$ cat src/rtl/ones_pick_pkg.sv
package ones_pick_pkg;

  // Flag encoding for the chosen operand; upper bit is always zero.
  typedef enum logic [1:0] {
    PICK_B = 2'b00,
    PICK_A = 2'b01
  } pick_e;

  // Bits needed to hold a count from 0 up to w inclusive.
  function automatic int tally_w(input int w);
    return $clog2(w + 1);
  endfunction

endpackage

$ cat src/rtl/ones_fa.sv
module ones_fa (
  input  logic x,
  input  logic y,
  input  logic z,
  output logic s,
  output logic c
);

  // Three equal-weight inputs -> two-bit count {c, s}.
  assign s = x ^ y ^ z;
  assign c = (x & y) | (x & z) | (y & z);

endmodule

$ cat src/rtl/ones_rca.sv
module ones_rca #(
  parameter int N = 5
) (
  input  logic [N-1:0] a,
  input  logic [N-1:0] b,
  output logic [N-1:0] sum
);

  logic [N-1:0] cy;

  assign cy[0] = 1'b0;

  // The result always fits in N bits, so the top stage needs no carry out.
  for (genvar i = 0; i < N; i++) begin : g_bit
    if (i < N - 1) begin : g_fa
      ones_fa u_fa (
        .x(a[i]),
        .y(b[i]),
        .z(cy[i]),
        .s(sum[i]),
        .c(cy[i+1])
      );
    end else begin : g_top
      assign sum[i] = a[i] ^ b[i] ^ cy[i];
    end
  end

endmodule

$ cat src/rtl/ones_tally.sv
module ones_tally
  import ones_pick_pkg::*;
#(
  parameter  int W  = 16,
  localparam int CW = tally_w(W)
) (
  input  logic [W-1:0]  bits,
  output logic [CW-1:0] count
);

  if (W == 1) begin : g_leaf1
    assign count = bits;
  end else if (W <= 3) begin : g_leaf3
    // Leaf: a single full adder counts up to three equal-weight bits.
    logic [2:0] trio;
    assign trio = 3'(bits);
    ones_fa u_fa (
      .x(trio[0]),
      .y(trio[1]),
      .z(trio[2]),
      .s(count[0]),
      .c(count[1])
    );
  end else begin : g_split
    localparam int WL = W / 2;
    localparam int WH = W - WL;
    localparam int CL = tally_w(WL);
    localparam int CH = tally_w(WH);

    logic [CL-1:0] cnt_lo;
    logic [CH-1:0] cnt_hi;
    logic [CW-1:0] ext_lo;
    logic [CW-1:0] ext_hi;

    ones_tally #(.W(WL)) u_lo (
      .bits (bits[WL-1:0]),
      .count(cnt_lo)
    );

    ones_tally #(.W(WH)) u_hi (
      .bits (bits[W-1:WL]),
      .count(cnt_hi)
    );

    assign ext_lo = CW'(cnt_lo);
    assign ext_hi = CW'(cnt_hi);

    ones_rca #(.N(CW)) u_merge (
      .a  (ext_lo),
      .b  (ext_hi),
      .sum(count)
    );
  end

endmodule

$ cat src/rtl/ones_pick_mux.sv
module ones_pick_mux
  import ones_pick_pkg::*;
#(
  parameter int W  = 16,
  parameter int CW = 5
) (
  input  logic [CW-1:0] cnt_a,
  input  logic [CW-1:0] cnt_b,
  input  logic [W-1:0]  a,
  input  logic [W-1:0]  b,
  output logic [W-1:0]  pick,
  output pick_e         sel
);

  logic a_wins;

  // Ties favour A.
  assign a_wins = (cnt_a >= cnt_b);
  assign pick   = a_wins ? a : b;
  assign sel    = a_wins ? PICK_A : PICK_B;

endmodule

$ cat src/rtl/ones_pick.sv
module ones_pick
  import ones_pick_pkg::*;
#(
  parameter int W = 16
) (
  input  logic [W-1:0] a_i,
  input  logic [W-1:0] b_i,
  output logic [W-1:0] pick_o,
  output logic [1:0]   sel_o
);

  localparam int CW = tally_w(W);

  logic [CW-1:0] cnt_a;
  logic [CW-1:0] cnt_b;
  pick_e         sel;

  ones_tally #(.W(W)) u_tally_a (
    .bits (a_i),
    .count(cnt_a)
  );

  ones_tally #(.W(W)) u_tally_b (
    .bits (b_i),
    .count(cnt_b)
  );

  ones_pick_mux #(.W(W), .CW(CW)) u_mux (
    .cnt_a(cnt_a),
    .cnt_b(cnt_b),
    .a    (a_i),
    .b    (b_i),
    .pick (pick_o),
    .sel  (sel)
  );

  assign sel_o = sel;

endmodule

$ cat config.mk
export PLATFORM = sky130hd
export DESIGN_NAME = ones_pick
export DESIGN_NICKNAME = d
export VERILOG_FILES = /design/src/rtl/ones_pick_pkg.sv /design/src/rtl/ones_fa.sv /design/src/rtl/ones_rca.sv /design/src/rtl/ones_tally.sv /design/src/rtl/ones_pick_mux.sv /design/src/rtl/ones_pick.sv
export SDC_FILE = /design/constraint.sdc
export NUM_CORES = 1
export LEC_CHECK = 0
export CAP_MARGIN = 20
export CORE_MARGIN = 2
export CORE_UTILIZATION = 45
export DETAILED_ROUTE_END_ITERATION = 10
export PLACE_DENSITY = 0.82
export SYNTH_ARGS = -nofsm -noshare
export SYNTH_HDL_FRONTEND = slang
export SYNTH_SLANG_ARGS = --single-unit
export TNS_END_PERCENT = 1
$ cat constraint.sdc
create_clock -name vclk -period 12
set_input_delay 1.8 -clock vclk [all_inputs]
set_output_delay 1.8 -clock vclk [all_outputs]
set_load 0.005 [all_outputs]
==> flow_summary_export.csv <==
group,metric,value,unit
sta,setup_tns,0,ps
sta,slew_viol_final,0,
global_route,grt_start_max_net_pins,34,
job,max-cap-violations,0,
global_route,grt_pass1_vias,1594,
drt,vias,1606,
setup_path,crit_type,"in2out",
global_route,grtUsageTotal,19.9,%
place,place.gp.congestion,0.812,
sta,rsz0062_at_grt,"no",
synth,yosysWarnings,0,
synth,syn_inst,202,
final_layout,area_growth,23.4,%
synth,synth_area,1860,um2
floorplanning,dieArea,4670,um2
synth,yosysTopAreaCell,"fa_1",
global_route,grt.met1_usage,27.6,%
drt,wl_per_cell,15.5,um
final_layout,seq_cell_count,0,
final_layout,antennaDiodeCount,0,
synth,synth_seq_area_share,0,%
sta,tightest_slew,1060,ps
cts,cts_repair_resize_count,0,
synth,synthDistinctLibCells,22,
final_layout,clock_buffers,0,
setup_path,start_kind,"input pin",
floorplanning,initial_core_util,46.6,%
final_layout,drive_above_1_share,5.53,%
sta,setup_viol,0,
drt,vias_per_cell,5.64,
place,port_buffers,49,
place,dp_hpwl,3510,um
floorplanning,rows,23,
min_path,hold_class,"in2out",
sta,hold_viol,0,
final_layout,seq_area,0,um2
global_route,top_usage_layer,"met2",
synth,syn_avg_cell_area,9.22,um2
synth,synth_top_cell_area_share,23.6,%
cts,holdBufCountCts,0,
status,status,"complete, no violations",
drt,drc,0,
drt,first_pass_iters,4,
global_route,grt_overflow_total,0,
drt,drt_iter0_drc,73,
setup_path,startpoint,"a_i[13]",
drt,drtAntennaViolNets,0,
global_route,grt.met3_usage,1.15,%
setup_path,cp.arrival,7470,ps
global_route,use_met2,35.4,%
sta,slew_headroom,29.0,%
setup_path,end_kind,"primary output",
sta,fin_crit,9270,ps
drt,drt-total-wl,4420,um
floorplanning,ioPinCount,50,
synth,synth_nets,291,
setup_path,crit_end,"pick_o[4]",
setup_path,required,10200,ps
final_layout,nNetsFinal,326,
global_route,grt_pass1_wl,7250,um
setup_path,cp_max_fo,33,
synth,yosys-top-cells-area,"fa_1, ha_1, mux2i_1, inv_1, o2111ai_1",
floorplanning,die_w,68.3,um
cts,cts_setup_buffers,0,
sta,fmax,108,MHz
floorplanning,fp.dieH,68.3,um
sta,finalCritPeriodShare,77.2,%
floorplanning,coreArea,4000,um2
global_route,antenna_found_initial,0,
synth_stat cells, drive strengths merged:
library cell	number
nand2	18
o2111ai	16
inv	40
clkbuf	5
conb	1
buf	11
and2	1
nor2b	1
o21a	1
ha	35
o211ai	16
a21oi	2
mux2i	16
a21boi	16
fa	22
o21ai	1
worst min path at each step:
stage / depth (start not counted) / from / slack [ps] / end
2_1_floorplan: 2 / a_i[10] / 3710 / pick_o[10]
3_3_place_gp: 4 / a_i[2] / 4650 / pick_o[2]
3_5_place_dp: 4 / a_i[2] / 4640 / pick_o[2]
4_1_cts: 4 / a_i[2] / 4650 / pick_o[2]
5_1_grt: 4 / a_i[2] / 4700 / pick_o[2]
6_report: 4 / a_i[2] / 4640 / pick_o[2]
per-stage QoR:
step                utilization [%]  setup slack (ps)  hold slack (ps)  cell area [um2]  cells
floorplan                         -              4550             3710             1860    202
global placement               57.5              2860             4650             2300    285
detailed placement             57.5              2770             4640             2300    285
CTS                            57.5              2740             4650             2300    285
global route                   57.5              2350             4700             2300    285
finish                         57.5              2730             4640             2300    285
layout make-up:
cell class                      instances  area, um2
Fill cell                             354       1700
Multi-Input combinational cell        146       1600
Timing Repair Buffer                   49        490
Inverter                               40        150
Tap cell                               50       62.6
layer usage:
layer  wire, um  vias up
li1           -      771
met1       1900      760
met2       2150       73
met3        330        2
met4         26        0
met5          0        -
cell usage in the layout (no fill, tap or decap):
cell / n
a21oi_2: 1
conb_1: 1
inv_1: 40
nor2b_4: 1
a21oi_4: 1
ha_1: 35
clkdlybuf4s50_1: 49
fa_1: 22
mux2i_1: 16
o211ai_2: 9
nand2_1: 18
o2111ai_1: 16
and2_1: 1
a21boi_0: 16
o211ai_1: 7
o21ai_2: 1
o21a_1: 1
critical path, cell delays in order:
cell	delay (ps)
clkdlybuf4s50_1	490
ha_1	330
ha_1	150
inv_1	50
fa_1	470
inv_1	50
fa_1	410
fa_1	500
inv_1	60
fa_1	400
fa_1	360
inv_1	60
ha_1	410
a21oi_4	920
o2111ai_1	260
o211ai_1	180
clkdlybuf4s50_1	540
cell families (layout without fill, tap and decap cells):
| kind of cell | after synthesis | after routing | synth area share, % |
|---|---|---|---|
| fa+ha+maj | 57 | 57 | 47.1 |
| buf+inv | 56 | 89 | 14.3 |
| compound gates | 52 | 52 | 25.1 |
| simple gates | 20 | 20 | 4.70 |
| mux | 16 | 16 | 8.60 |
| other cells | 1 | 1 | 0.201 |
Power is not shown: default switching activity piles up to over one toggle a cycle in this logic, so the estimate is an artifact.
